===== src/rtl/pkd_pkg.sv =====
package pkd_pkg;
  typedef enum logic [1:0] {
    OP_ADD  = 2'b00,
    OP_SUB  = 2'b01,
    OP_CMP  = 2'b10,
    OP_CMP2 = 2'b11
  } pkd_op_e;

  localparam logic [1:0] CMP_EQ = 2'b00;
  localparam logic [1:0] CMP_LT = 2'b01;
  localparam logic [1:0] CMP_GT = 2'b10;

  function automatic logic [3:0] nines(input logic [3:0] d);
    return 4'd9 - d;
  endfunction
endpackage


===== src/rtl/pkd_widen.sv =====
// Expands a packed operand to a ten's-complement value one digit wider
// and flags non-decimal lower digits.
module pkd_widen #(
  parameter int NDIG = 8
) (
  input  logic [NDIG*4-1:0]     opnd,
  output logic [(NDIG+1)*4-1:0] wide,
  output logic                  bad
);
  localparam int LW = (NDIG-1)*4;

  logic [3:0]      lead;
  logic [7:0]      top_pair;
  logic [NDIG-2:0] dig_bad;

  assign lead = opnd[NDIG*4-1 -: 4];

  genvar i;
  generate
    for (i = 0; i < NDIG-1; i++) begin : g_low
      assign dig_bad[i] = opnd[i*4 +: 4] > 4'd9;
    end
  endgenerate

  always_comb begin
    if (lead <= 4'd9) top_pair = {4'd0, lead};
    else              top_pair = {4'd9, lead - 4'd6};
  end

  assign wide = {top_pair, opnd[LW-1:0]};
  assign bad  = |dig_bad;
endmodule


===== src/rtl/pkd_bcd_add.sv =====
// Ripple decimal adder over ND digits, carry-out discarded (modular).
module pkd_bcd_add #(
  parameter int ND = 9
) (
  input  logic [ND*4-1:0] x,
  input  logic [ND*4-1:0] y,
  input  logic            cin,
  output logic [ND*4-1:0] sum
);
  logic [ND-1:0] c;
  assign c[0] = cin;

  genvar i;
  generate
    for (i = 0; i < ND; i++) begin : g_dig
      logic [4:0] raw;
      logic       adj;
      assign raw = {1'b0, x[i*4 +: 4]} + {1'b0, y[i*4 +: 4]} + {4'd0, c[i]};
      assign adj = raw > 5'd9;
      assign sum[i*4 +: 4] = adj ? raw[3:0] + 4'd6 : raw[3:0];
      if (i < ND-1) begin : g_carry
        assign c[i+1] = adj;
      end
    end
  endgenerate
endmodule


===== src/rtl/pkd_fold.sv =====
// Range check and re-encoding of a widened result back to packed form.
module pkd_fold #(
  parameter int NDIG = 8
) (
  input  logic [(NDIG+1)*4-1:0] wide,
  output logic [NDIG*4-1:0]     packed_out,
  output logic                  in_range,
  output logic                  neg,
  output logic                  zero
);
  localparam int WW = (NDIG+1)*4;
  localparam int LW = (NDIG-1)*4;

  logic [3:0] top_d;
  logic [3:0] next_d;

  assign top_d  = wide[WW-1 -: 4];
  assign next_d = wide[WW-5 -: 4];

  assign in_range   = (top_d == 4'd0) || ((top_d == 4'd9) && (next_d >= 4'd4));
  assign packed_out = {(top_d == 4'd0) ? next_d : next_d + 4'd6, wide[LW-1:0]};
  assign neg        = top_d >= 4'd5;
  assign zero       = (wide == '0);
endmodule


===== src/rtl/pkd_reg_alu.sv =====
module pkd_reg_alu #(
  parameter int LONG = 0,
  localparam int NDIG = (LONG != 0) ? 16 : 8,
  localparam int W    = NDIG*4
) (
  input  logic         clk,
  input  logic         rst,
  input  logic         in_valid,
  input  logic [1:0]   op,
  input  logic [W-1:0] opnd_a,
  input  logic [W-1:0] opnd_b,
  output logic [W-1:0] result,
  output logic [1:0]   cmp_code,
  output logic         ovf_flag,
  output logic         bad_digit,
  output logic         out_valid
);
  import pkd_pkg::*;

  localparam int ND = NDIG + 1;
  localparam int WW = ND*4;

  logic [WW-1:0] wa, wb, wb_eff, wsum;
  logic          bad_a, bad_b, bad_any;
  logic          do_sub, is_cmp;
  logic [W-1:0]  folded;
  logic          fits, res_neg, res_zero;
  logic [1:0]    cmp_next;

  pkd_widen #(.NDIG(NDIG)) u_wid_a (.opnd(opnd_a), .wide(wa), .bad(bad_a));
  pkd_widen #(.NDIG(NDIG)) u_wid_b (.opnd(opnd_b), .wide(wb), .bad(bad_b));

  assign is_cmp  = op[1];
  assign do_sub  = (op == OP_SUB) || is_cmp;
  assign bad_any = bad_a | bad_b;

  genvar d;
  generate
    for (d = 0; d < ND; d++) begin : g_nines
      assign wb_eff[d*4 +: 4] = do_sub ? nines(wb[d*4 +: 4]) : wb[d*4 +: 4];
    end
  endgenerate

  pkd_bcd_add #(.ND(ND)) u_add (
    .x(wa), .y(wb_eff), .cin(do_sub), .sum(wsum)
  );

  pkd_fold #(.NDIG(NDIG)) u_fold (
    .wide(wsum), .packed_out(folded), .in_range(fits),
    .neg(res_neg), .zero(res_zero)
  );

  always_comb begin
    if (res_zero)     cmp_next = CMP_EQ;
    else if (res_neg) cmp_next = CMP_LT;
    else              cmp_next = CMP_GT;
  end

  always_ff @(posedge clk) begin
    if (rst) begin
      result    <= '0;
      cmp_code  <= CMP_EQ;
      ovf_flag  <= 1'b0;
      bad_digit <= 1'b0;
      out_valid <= 1'b0;
    end else begin
      out_valid <= in_valid;
      if (in_valid) begin
        bad_digit <= bad_any;
        ovf_flag  <= !bad_any && !is_cmp && !fits;
        if (!bad_any) begin
          if (is_cmp)    cmp_code <= cmp_next;
          else if (fits) result   <= folded;
        end
      end
    end
  end
endmodule


===== config.mk =====
export PLATFORM = sky130hd
export DESIGN_NAME = pkd_reg_alu
export DESIGN_NICKNAME = d
export VERILOG_FILES = /design/src/rtl/pkd_pkg.sv /design/src/rtl/pkd_widen.sv /design/src/rtl/pkd_bcd_add.sv /design/src/rtl/pkd_fold.sv /design/src/rtl/pkd_reg_alu.sv
export SDC_FILE = /design/constraint.sdc
export NUM_CORES = 1
export LEC_CHECK = 0
export BUFFER_PORTS_ARGS = -buffer_cell sky130_fd_sc_hd__buf_2
export CORE_MARGIN = 2
export CORE_UTILIZATION = 50
export DETAILED_ROUTE_END_ITERATION = 10
export PLACE_DENSITY = 0.79
export RECOVER_POWER = 25
export SETUP_SLACK_MARGIN = 0.1
export SLEW_MARGIN = 20
export SYNTH_ARGS = -nofsm -noshare
export SYNTH_HDL_FRONTEND = slang
export SYNTH_SLANG_ARGS = --single-unit
export TNS_END_PERCENT = 10

===== constraint.sdc =====
create_clock -name clk -period 17.2 [get_ports clk]
set_input_delay 0.86 -clock clk [delete_from_list [all_inputs] [get_ports clk]]
set_output_delay 0.86 -clock clk [all_outputs]
set_load 0.02 [all_outputs]

==> summary.txt <==
Status
  • Outcome: finished clean

Logic synthesis
  • Adder-cell area share of the yosys netlist: 24.21%
  • Count of unique library cells instantiated by Yosys: 54
  • Primary FF master, synth: sky130_fd_sc_hd__dfxtp_1
  • Post-Synthesis Cells: 485
  • Total number of yosys warnings: 0
  • Fraction of synthesized cell area taken by the top area cell type: 17.74%
  • Cell types occupying the most area after synthesis: sky130_fd_sc_hd__dfxtp_1 18%, sky130_fd_sc_hd__ha_1 16%, sky130_fd_sc_hd__mux2i_1 8.9%
  • Simple-gate portion of the synthesized area: 14.59%
  • Synthesized net count: 624
  • Top cell type by total area after synthesis: sky130_fd_sc_hd__dfxtp_1
  • Average footprint of a synthesized cell: 8.609 sq um
  • Share of cell area taken by muxes after synthesis: 9.679%
  • Post-synthesis async set-or-reset flop share: 0%
  • Number of synthesized flops with an enable pin: 0
  • Dominant combinational cell family by area after synthesis: adder cells
  • Register bit count reported by yosys: 37
  • Netlist area before placement: 4175 sq um
  • XOR/XNOR share of the synthesized area: 8.361%
  • Portion of the post-synthesis area used by sequential elements: 17.74%
  • Complex-gate fraction of the synthesized area: 19.06%

Setup path
  • Capture point of the critical path: result[1]
  • Critical path data arrival time: 16.57 ns
  • FF-to-FF Start: cmp_code[1]
  • Worst Reg-to-Reg Cells: 5
  • Slack of the worst reg-to-reg path: 16.00 ns
  • Count of buffering cells on the critical path with inverters included: 18
  • Startpoint of the most critical setup path: opnd_b[1]
  • Most numerous cell on the critical path: sky130_fd_sc_hd__inv_1
  • Critical setup path kind: input pin to register
  • Startpoint kind of the worst setup timing path: input pin
  • Critical path's top delay family: adder cells
  • Worst Setup End Kind: register
  • Biggest cell delay along the critical path: 0.58 ns
  • Endpoint of the most critical register-to-register path: cmp_code[1]
  • Required time at the worst-slack endpoint: 17.35 ns
  • Maximum fanout count along the critical path: 5
  • Cell depth of the worst setup path: 75
  • Slowest cell on the critical path: sky130_fd_sc_hd__fa_2

Detailed routing
  • DR vias/cell: 5.826
  • Detailed-route wire length: 12.44 mm
  • Detail-routed net length per standard cell: 17.35 um
  • Number of iterations in the first detailed-routing pass: 6
  • Count of vias placed by the detailed router: 4177
  • Remaining design rule violation count: 0
  • Initial DRC count: 272
  • Routed Antenna Nets: 0

Layout
  • Count of nets after finishing: 750
  • Area growth, synth to finish: 25.59%
  • Post-route insts no fill: 717
  • Cell area after layout: 5244 sq um
  • Ant diodes: 0
  • Layout cell share with drive strength beyond 1: 28.10%

Clocking
  • Clock tree from TritonCTS: yes
  • Source-to-sink clock delay at the later pin of the worst-skew pair: 0.30 ns
  • Number of clock sinks: 37
  • Reg clk slew, reported paths: 0.08 ns
  • Number of buffers added by the clock tree synthesis step: 5
  • Number of H-tree branching levels: 2
  • CTS root buf: sky130_fd_sc_hd__clkbuf_8
  • Longest Clk Path Bufs: 2

Timing
  • Final count of negative-setup-slack endpoints: 0
  • Unrepaired setup endpoints after global routing: yes
  • Minimum clock period after layout: 16.41 ns
  • Worst max-slew margin expressed relative to the limit: 44.74%
  • Final count of pins violating max slew: 0
  • Clock Skews: 0 ns
  • Post-route setup slack: 0.7859 ns
  • Hold Slack: 0.5025 ns
  • Number of hold-slack violations in the final timing report: 0
  • Slew at the pin with the worst max-slew slack: 0.8290 ns
  • Highest clock frequency the design can meet: 60.92 MHz
  • Portion of the clock cycle consumed by the worst path in the final layout: 95.43%

Global routing
  • Global-route wire length before repair: 17.40 mm
  • Overall routing resource usage: 24.58%
  • Global route overflow: 0
  • Via count of the first global-routing pass: 3798
  • Pin count of the biggest net entering global routing: 43
  • Antenna violations before repair: 0

Floorplanning
  • Core Area: 8175 sq um
  • Y dimension of the die: 95.38 um
  • Count of standard-cell rows: 33
  • Die Wd: 95.38 um
  • Boundary pin count: 106
  • Initial Util: 51.07%
  • Overall die area: 9097 sq um

Job
  • Number of max-cap violations: 0

Hold path
  • Type of the worst min-delay path: register to register

Placement
  • Post-place instance area: 4843 sq um
  • Total placed cells including tap cells: 696
  • Final Wtd Congestion: 0.8934
  • Count of input and output buffers: 105
  • Dpl hpwl: 9.109 mm
  • Post-Place Setup Slack: -0.5788 ns

Power and ir drop
  • Leakage: 2.428 nW
  • Cell area power density: 104.6 nW/um^2
  • Worst IR drop on VDD: 0.05053 mV
## per-layer routing
metal	part of all wire (%)	track usage, %
met1	43	32.73
met3	7.1	2.609
met5	0	0
met4	3.4	10.12
met2	47	40.73
## how the worst min path moves through the flow
stage	startpoint	end	slack, ns	cells past startpoint
floorplan	bad_digit	bad_digit	0.56	2
global placement	ovf_flag	ovf_flag	0.47	2
detailed placement	result[28]	result[28]	0.48	2
CTS	result[28]	result[28]	0.50	2
global route	result[31]	result[31]	0.53	2
finish	result[28]	result[28]	0.50	2
## final cells by class
| class | instances | area, sq um |
|---|---|---|
| Inverter | 43 | 161.4 |
| Clock buffer | 5 | 68.82 |
| Tap cell | 105 | 131.4 |
| Sequential cell | 37 | 740.7 |
| Multi-Input combinational cell | 393 | 3339 |
| Fill cell | 678 | 2932 |
| Timing Repair Buffer | 131 | 784.5 |
| Clock inverter | 3 | 17.52 |
## cells in the mapped netlist (3+ instances only)
cell and instances:
sky130_fd_sc_hd__nand3_1 15, sky130_fd_sc_hd__xnor2_1 35, sky130_fd_sc_hd__o21ai_0 29, sky130_fd_sc_hd__a21o_1 17, sky130_fd_sc_hd__a31oi_1 3, sky130_fd_sc_hd__clkbuf_1 6
sky130_fd_sc_hd__nor4_1 5, sky130_fd_sc_hd__a21oi_1 28, sky130_fd_sc_hd__a211oi_2 10, sky130_fd_sc_hd__nor2_1 48, sky130_fd_sc_hd__fa_1 18, sky130_fd_sc_hd__a21boi_0 3
sky130_fd_sc_hd__nor2b_1 6, sky130_fd_sc_hd__buf_6 3, sky130_fd_sc_hd__ha_1 52, sky130_fd_sc_hd__nand2_1 31, sky130_fd_sc_hd__dfxtp_1 37, sky130_fd_sc_hd__mux2_2 3
sky130_fd_sc_hd__inv_1 43, sky130_fd_sc_hd__nand4_1 7, sky130_fd_sc_hd__mux2i_1 37, sky130_fd_sc_hd__o21bai_1 5, sky130_fd_sc_hd__and3_1 4, sky130_fd_sc_hd__xor2_1 3
## stage by stage
step / TNS (ns) / utilization [%] / power (W)
floorplan: 0 / - / 0.0003350
global route: -0.01982 / 64.14 / 0.0005809
finish: 0 / 64.14 / 0.0005482
global placement: 0 / 59.24 / 0.0004103
CTS: 0 / 60.76 / 0.0005012
detailed placement: -17.83 / 59.24 / 0.0004265
## report_power, final
part            total, W  internal, W  switching [W]
registers      0.0000860    0.0000859    0.000000145
logic           0.000397     0.000176       0.000221
clock network  0.0000651    0.0000281      0.0000370
## cell usage in the layout, fill, tap and decap left out, drive strengths merged, types with 3 or more instances in the layout
master	n
dfxtp	37
a21boi	4
a21oi	30
nor4	5
nand3	15
a211oi	12
inv	43
nor2	49
fa	18
xor2	3
a21o	18
buf	111
nand4	7
ha	52
nor2b	6
clkbuf	25
a31oi	4
and3	4
o21ai	29
xnor2	36
mux2	3
mux2i	37
o21bai	5
nand2	31
## what timing repair did
item | CTS | global route
resized for setup | 5 | 28
setup endpoints to repair | 33 | 35
pin swaps | 0 | 11
gates cloned | 0 | 5
buffers inserted | 0 | 8
hold buffers | 0 | 0
## kinds of logic after synthesis
| logic type | count (synthesis) |
|---|---|
| AOI/OAI and AO/OA | 114 |
| xor gates and xnor gates | 39 |
| adders and majority gates | 70 |
| buffers and inverters | 55 |
| DFF | 37 |
| muxes | 40 |
| and+or+nand+nor | 130 |
## worst reg2reg max path, stage by stage (launching register included)
cell	delay, ns
sky130_fd_sc_hd__dfxtp_1	0.36
sky130_fd_sc_hd__inv_1	0.07
sky130_fd_sc_hd__o21ai_0	0.08
sky130_fd_sc_hd__nor4_1	0.27
sky130_fd_sc_hd__nand4_1	0.13
sky130_fd_sc_hd__o21a_1	0.19
## sequential cells by signal, indices dropped and copies added (netlist names)
register,cells
result,32
cmp_code,2
bad_digit,1
out_valid,1
ovf_flag,1
Note: power is estimated with default switching activity, not from simulation.
